`src/rtl/scs_pkg.sv`:
```
package scs_pkg;

    typedef enum logic [1:0] {
        MODE_FULL    = 2'd0,
        MODE_HALF    = 2'd1,
        MODE_QUARTER = 2'd2,
        MODE_RSVD    = 2'd3
    } scale_mode_e;

    typedef enum logic {
        ST_IDLE = 1'b0,
        ST_RUN  = 1'b1
    } calc_state_e;

    typedef struct packed {
        logic        vert;
        scale_mode_e mode;
    } req_cfg_t;

    localparam logic [11:0] VERT_BIAS = 12'h514;

    // pre-divider code reported to the scaler output stage
    function automatic logic [1:0] prediv_code(scale_mode_e m);
        case (m)
            MODE_HALF:    return 2'b01;
            MODE_QUARTER: return 2'b10;
            default:      return 2'b00;
        endcase
    endfunction

    // right shift applied to the source before dividing
    function automatic logic [1:0] src_shift(scale_mode_e m);
        case (m)
            MODE_HALF:    return 2'd1;
            MODE_QUARTER: return 2'd2;
            default:      return 2'd0;
        endcase
    endfunction

    function automatic logic is_reduce(scale_mode_e m);
        return (m == MODE_HALF) || (m == MODE_QUARTER);
    endfunction

endpackage

```
`src/rtl/scs_restoring_div.sv`:
```
module scs_restoring_div #(
    parameter int NUM_W = 37,
    parameter int DEN_W = 16
) (
    input  logic             clk,
    input  logic             rst,
    input  logic             load,
    input  logic [NUM_W-1:0] num,
    input  logic [DEN_W-1:0] den,
    output logic             fin,
    output logic [NUM_W-1:0] quot,
    output logic             rem_nz
);
    localparam int CNT_W = $clog2(NUM_W + 1);

    logic [NUM_W-1:0] acc_q;   // numerator bits shift out, quotient bits shift in
    logic [DEN_W-1:0] rem_q;
    logic [DEN_W-1:0] den_q;
    logic [CNT_W-1:0] cnt_q;
    logic             run_q;
    logic             fin_q;

    logic [DEN_W:0]   shifted;
    logic             fits;
    logic [DEN_W:0]   diff;

    always_comb begin
        shifted = {rem_q, acc_q[NUM_W-1]};
        fits    = shifted >= {1'b0, den_q};
        diff    = shifted - {1'b0, den_q};
    end

    always_ff @(posedge clk) begin
        if (rst) begin
            acc_q <= '0;
            rem_q <= '0;
            den_q <= '0;
            cnt_q <= '0;
            run_q <= 1'b0;
            fin_q <= 1'b0;
        end else begin
            fin_q <= 1'b0;
            if (load && !run_q) begin
                acc_q <= num;
                rem_q <= '0;
                den_q <= den;
                cnt_q <= CNT_W'(NUM_W);
                run_q <= 1'b1;
            end else if (run_q) begin
                acc_q <= {acc_q[NUM_W-2:0], fits};
                rem_q <= fits ? diff[DEN_W-1:0] : shifted[DEN_W-1:0];
                cnt_q <= cnt_q - CNT_W'(1);
                if (cnt_q == CNT_W'(1)) begin
                    run_q <= 1'b0;
                    fin_q <= 1'b1;
                end
            end
        end
    end

    assign fin    = fin_q;
    assign quot   = acc_q;
    assign rem_nz = |rem_q;

    AST_REM_BELOW_DIVISOR: assert property (@(posedge clk) disable iff (rst)
        run_q |-> (rem_q < den_q));
    AST_FIN_SINGLE: assert property (@(posedge clk) disable iff (rst)
        fin_q |=> !fin_q);

endmodule

```
`src/rtl/scs_derive.sv`:
```
module scs_derive
    import scs_pkg::*;
#(
    parameter int STEP_W = 37
) (
    input  logic [STEP_W-1:0] quot,
    input  logic              round_up,
    input  logic              vert,
    input  logic              reduce,
    output logic [STEP_W-1:0] master,
    output logic [STEP_W-1:0] luma,
    output logic [STEP_W-1:0] chroma,
    output logic [STEP_W-1:0] aux_a,
    output logic [STEP_W-1:0] aux_b
);
    localparam logic [STEP_W-1:0] BIAS = STEP_W'(VERT_BIAS);

    always_comb begin
        master = quot + STEP_W'(round_up);
        luma   = master >> 2;
        if (vert) begin
            chroma = reduce ? (master >> 3) : (master >> 2);
            aux_a  = luma + BIAS;
            aux_b  = chroma + BIAS;
        end else begin
            chroma = master >> 2;
            aux_a  = master >> 1;
            aux_b  = master >> 1;
        end
    end

endmodule

```
`src/rtl/scs_step_calc.sv`:
```
module scs_step_calc
    import scs_pkg::*;
#(
    parameter int SIZE_W = 16,
    parameter int FRAC_W = 21,
    localparam int STEP_W = SIZE_W + FRAC_W
) (
    input  logic              clk,
    input  logic              rst,
    input  logic              start,
    input  logic              axis_vert,
    input  logic [1:0]        mode,
    input  logic [SIZE_W-1:0] src_size,
    input  logic [SIZE_W-1:0] dst_size,
    output logic              busy,
    output logic              done,
    output logic              err,
    output logic [STEP_W-1:0] step,
    output logic [STEP_W-1:0] luma_step,
    output logic [STEP_W-1:0] chroma_step,
    output logic [STEP_W-1:0] aux_a,
    output logic [STEP_W-1:0] aux_b,
    output logic [1:0]        div_code
);
    calc_state_e state_q;
    req_cfg_t    cfg_q;
    scale_mode_e req_mode;
    logic        accept;
    logic        go;
    logic [SIZE_W-1:0] eff_src;
    logic [STEP_W-1:0] numer;

    logic              div_fin;
    logic [STEP_W-1:0] div_quot;
    logic              div_rem_nz;

    logic [STEP_W-1:0] d_master, d_luma, d_chroma, d_aux_a, d_aux_b;

    always_comb begin
        req_mode = scale_mode_e'(mode);
        accept   = start && (state_q == ST_IDLE);
        go       = accept && (dst_size != '0);
        eff_src  = src_size >> src_shift(req_mode);
        numer    = {eff_src, {FRAC_W{1'b0}}};
    end

    scs_restoring_div #(
        .NUM_W(STEP_W),
        .DEN_W(SIZE_W)
    ) u_div (
        .clk    (clk),
        .rst    (rst),
        .load   (go),
        .num    (numer),
        .den    (dst_size),
        .fin    (div_fin),
        .quot   (div_quot),
        .rem_nz (div_rem_nz)
    );

    scs_derive #(
        .STEP_W(STEP_W)
    ) u_derive (
        .quot     (div_quot),
        .round_up (div_rem_nz),
        .vert     (cfg_q.vert),
        .reduce   (is_reduce(cfg_q.mode)),
        .master   (d_master),
        .luma     (d_luma),
        .chroma   (d_chroma),
        .aux_a    (d_aux_a),
        .aux_b    (d_aux_b)
    );

    always_ff @(posedge clk) begin
        if (rst) begin
            state_q     <= ST_IDLE;
            cfg_q       <= '0;
            done        <= 1'b0;
            err         <= 1'b0;
            step        <= '0;
            luma_step   <= '0;
            chroma_step <= '0;
            aux_a       <= '0;
            aux_b       <= '0;
            div_code    <= '0;
        end else begin
            done <= 1'b0;
            if (accept) begin
                if (dst_size == '0) begin
                    err <= 1'b1;
                end else begin
                    err     <= 1'b0;
                    cfg_q   <= '{vert: axis_vert, mode: req_mode};
                    state_q <= ST_RUN;
                end
            end else if (state_q == ST_RUN && div_fin) begin
                step        <= d_master;
                luma_step   <= d_luma;
                chroma_step <= d_chroma;
                aux_a       <= d_aux_a;
                aux_b       <= d_aux_b;
                div_code    <= prediv_code(cfg_q.mode);
                done        <= 1'b1;
                state_q     <= ST_IDLE;
            end
        end
    end

    assign busy = (state_q == ST_RUN);

    AST_DONE_PULSE: assert property (@(posedge clk) disable iff (rst)
        done |=> !done);
    AST_BUSY_ENDS_IN_DONE: assert property (@(posedge clk) disable iff (rst)
        $fell(busy) |-> done);
    AST_ZERO_DEST_REJECT: assert property (@(posedge clk) disable iff (rst)
        (start && !busy && dst_size == '0) |=> (err && !busy && !done));
    AST_BUSY_HOLDS_REQUEST: assert property (@(posedge clk) disable iff (rst)
        (busy && !div_fin) |=> (busy && $stable(cfg_q)));
    AST_CODE_LEGAL: assert property (@(posedge clk) disable iff (rst)
        done |-> (div_code != 2'b11));

endmodule

```
`config.mk`:
```
export PLATFORM = sky130hd
export DESIGN_NAME = scs_step_calc
export DESIGN_NICKNAME = d
export VERILOG_FILES = /design/src/rtl/scs_pkg.sv /design/src/rtl/scs_restoring_div.sv /design/src/rtl/scs_derive.sv /design/src/rtl/scs_step_calc.sv
export SDC_FILE = /design/constraint.sdc
export NUM_CORES = 1
export LEC_CHECK = 0
export ABC_AREA = 0
export CAP_MARGIN = 5
export CELL_PAD_IN_SITES_DETAIL_PLACEMENT = 0
export CELL_PAD_IN_SITES_GLOBAL_PLACEMENT = 1
export CORE_MARGIN = 2
export CORE_UTILIZATION = 31
export CTS_BUF_LIST = sky130_fd_sc_hd__clkbuf_16
export CTS_CLUSTER_DIAMETER = 30
export DETAILED_ROUTE_END_ITERATION = 12
export PLACE_DENSITY = 0.69
export SLEW_MARGIN = 30
export SYNTH_ARGS = -nofsm -noshare
export SYNTH_HDL_FRONTEND = slang
export SYNTH_SLANG_ARGS = --single-unit
```
`constraint.sdc`:
```
create_clock -name clk -period 10.1 [get_ports clk]
set_input_delay 3.03 -clock clk [delete_from_list [all_inputs] [get_ports clk]]
set_output_delay 3.03 -clock clk [all_outputs]
set_load 0.02 [all_outputs]
```
==> impl_metrics.yaml <==
synthesis:
  synth_xor_area_share_pct: 5.46
  synth_fa_ha_area_share_pct: 2.21
  postSynthCellCount: 1845
  synth_top_family_by_area: "compound AO/OA/AOI/OAI gates"
  synth_edf_count: 0
  ys_ff_latch: 229
  syn_avg_cell_area_um2: 7.56
  synth_compound_area_share_pct: 25.9
  synthFlopType: "dfxtp_1"
  synthMuxAreaShare_pct: 2.55
  yosysSeqAreaShare_pct: 32.9
  yosysUniqueCellTypes: 92
  synth-simple-area-share_pct: 23.3
  postSynth.asyncResetShare_pct: 0
  yosys_warnings: 0
  synth_area_um2: 13900
global_routing:
  antenna_found_initial: 0
  first_global_vias: 13014
  grt_use_total_pct: 20.2
  grt_pass1_wl_um: 75900
  gr-total-overflow: 0
  grt_max_degree: 91
sta:
  hold_ws_ns: 0.448
  worstMarginPinSlew_ns: 1.01
  fin_ws_ns: 4.82
  period_needed_ns: 5.28
  fin_tns_setup_ns: 0
  setup_viol: 0
  fin_crit_sh_pct: 52.3
  finClkSkew_ns: 0.0157
  max_freq_mhz: 189
  slew_headroom_pct: 32.6
  finalHoldViolCount: 0
  rsz0062_at_grt: "no"
  maxSlewViolCount: 0
worst_setup_path:
  critPathMaxFanout: 9
  end_kind: "flip-flop"
  reg2reg_depth: 15
  path_class: "flip-flop to flip-flop"
  critical_path.endpoint: "aux_a[24]"
  arrival_ns: 5.68
  critPathLaunchType: "flip-flop"
  required_ns: 10.51
  regToRegStartpoint: "u_div.rem_q[10]"
  reg2reg_slack_ns: 4.82
  crit_start: "u_div.rem_q[10]"
  rr_endpoint: "aux_a[24]"
floorplan:
  coreArea_um2: 44300
  dieArea_um2: 46700
  pin_count: 228
  rows: 77
  dieHeight_um: 216
  initial_core_util_pct: 31.5
  chipWidth_um: 216
job:
  drv_cap: 0
routing:
  routed_wl_um: 48800
  first_iter_violations: 1170
  vias_per_cell: 5.38
  route.antenna.remaining_nets: 0
  vias: 13970
  drt_first_pass_iters: 5
  wire_per_inst_um: 18.8
  route.detailed.drc: 0
final_layout:
  layout_commonest_cell: "nor2_1"
  register_area_um2: 4590
  syn_to_final_growth_pct: 30.4
  multi_input_area_um2: 8370
  utilization_pct: 41.0
  final_cell_mix: "nor2_1 (229), dfxtp_1 (227), clkdlybuf4s50_1 (219), nand2_1 (207), a21oi_1 (183)"
  drive_gt1_share_pct: 8.67
  antenna_cells: 0
  nNetsFinal: 2025
  fillers: 4519
  final_area_um2: 18200
outcome:
  status: "complete, no violations"
power_and_ir_drop:
  irDropWorstVdd_mv: 0.138
  power_leakage_uw: 0.00622
  powerDensity_nw_per_um2: 177
place:
  dp_worst_setup_slack_ns: 4.30
  dpl.hpwl_um: 35200
  numPortBuffers: 221
  gp_congestion: 0.860
  placed_cell_area_um2: 16200
clock_tree:
  clock_sinks: 229
  cts_tree: "built"
  htreeDepth: 2
  ctsResizeCount: 0
  holdBufCountCts: 0
  clock_path_buffers: 3
  clock_latency_ns: 0.57
  cts_root_buffer: "clkbuf_16"
  postCtsSetupBuffers: 0
  clk_pin_slew_ns: 0.05
  numCtsBuffers: 55
min_path:
  hold_path.class: "flip-flop to flip-flop"
-- worst max-delay path, cell delays in order (launching register included) --
cell	delay [ns]
dfxtp_1	0.33
nor4_1	0.36
nand4_1	0.27
ha_1	0.34
ha_1	0.27
and3_1	0.34
xnor2_1	0.69
inv_1	0.29
ha_1	0.29
nand3b_1	0.26
nand3_1	0.19
a21o_1	0.29
nor2_1	0.18
and3_1	0.20
a2111oi_1	0.74
nor3_1	0.08
-- per-layer routing --
metal	global-route usage [%]	vias to the layer above	wire, um
met5	0	-	0
met1	29.3	6557	23900
met4	6.39	0	1200
met3	3.02	72	3090
li1	-	6850	-
met2	30.5	491	20700
-- report_power, final --
| part | internal (uW) | switching (uW) |
|---|---|---|
| logic | 161 | 281 |
| clock network | 1230 | 569 |
| registers | 931 | 33.0 |
-- logic make-up (layout without fill, tap and decap cells) --
kind of cell               count (synthesis)  count (layout)
and+or+nand+nor                          679             679
AOI/OAI and AO/OA                        562             562
buffers and inverters                    232             389
DFF                                      229             229
xor gates and xnor gates                  83              83
muxes                                     35              35
adders and majority gates                 24              24
other                                      1               6
-- cell usage after synthesis (6+ instances only) --
library cell	count	area, um2
dfxtp_1	229	4580
nor2_1	229	860
nand2_1	208	781
a21oi_1	183	916
clkbuf_1	125	469
o21ai_0	103	515
a211oi_1	70	526
o211ai_1	64	480
xnor2_1	56	490
nor3_1	47	235
buf_4	42	315
nand3_1	41	205
inv_1	40	150
mux2i_1	31	310
xor2_1	24	210
ha_1	23	288
nand4_1	18	113
nand2b_1	17	106
buf_2	16	80.1
o311ai_0	15	131
or3_1	15	93.8
nor2b_1	14	87.6
nor4_1	14	87.6
a31oi_1	13	81.3
and3_1	13	81.3
a21o_1	10	75.1
o21a_1	9	67.6
a21boi_0	8	60.1
and2_1	8	50.1
o2111ai_1	8	70.1
a221oi_1	7	61.3
a22oi_1	7	52.6
or2_2	7	43.8
a311oi_1	6	52.6
-- metrics by stage --
| stage | instances | total power [uW] |
|---|---|---|
| 2_1_floorplan | 1850 | 1290 |
| 3_3_place_gp | 2497 | 1410 |
| 3_5_place_dp | 2497 | 1410 |
| 4_1_cts | 2598 | 3230 |
| 5_1_grt | 2599 | 3330 |
| 6_report | 2599 | 3210 |
-- registers in the layout, summed over array words and instances (netlist names), 3 cells and up --
name         count
aux_a           36
aux_b           36
cfg_q            3
chroma_step     35
step            37
u_div.cnt_q      6
u_div.den_q     16
u_div.quot      37
u_div.rem_q     16
-- layout make-up --
| type | instances | share of cell area, % |
|---|---|---|
| flip-flops and latches | 229 | 25.2 |
| multi-input cells | 1389 | 46.1 |
| well taps | 592 | 4.07 |
| clock buffers | 56 | 7.71 |
| repair buffers | 246 | 13.3 |
| clock inverters | 45 | 2.76 |
| inverters | 42 | 0.867 |
-- worst min-delay path by stage --
stage	end	slack, ns	startpoint	depth (start not counted)
final	chroma_step[16]	0.45	chroma_step[16]	2
after global routing	u_div.den_q[8]	0.47	u_div.den_q[8]	2
after CTS	chroma_step[16]	0.45	chroma_step[16]	2
after detailed placement	aux_b[33]	0.44	aux_b[33]	2
after global placement	aux_b[33]	0.44	aux_b[33]	2
after floorplan	u_div.den_q[10]	0.44	u_div.den_q[10]	2
(Power assumes the default switching activity.)
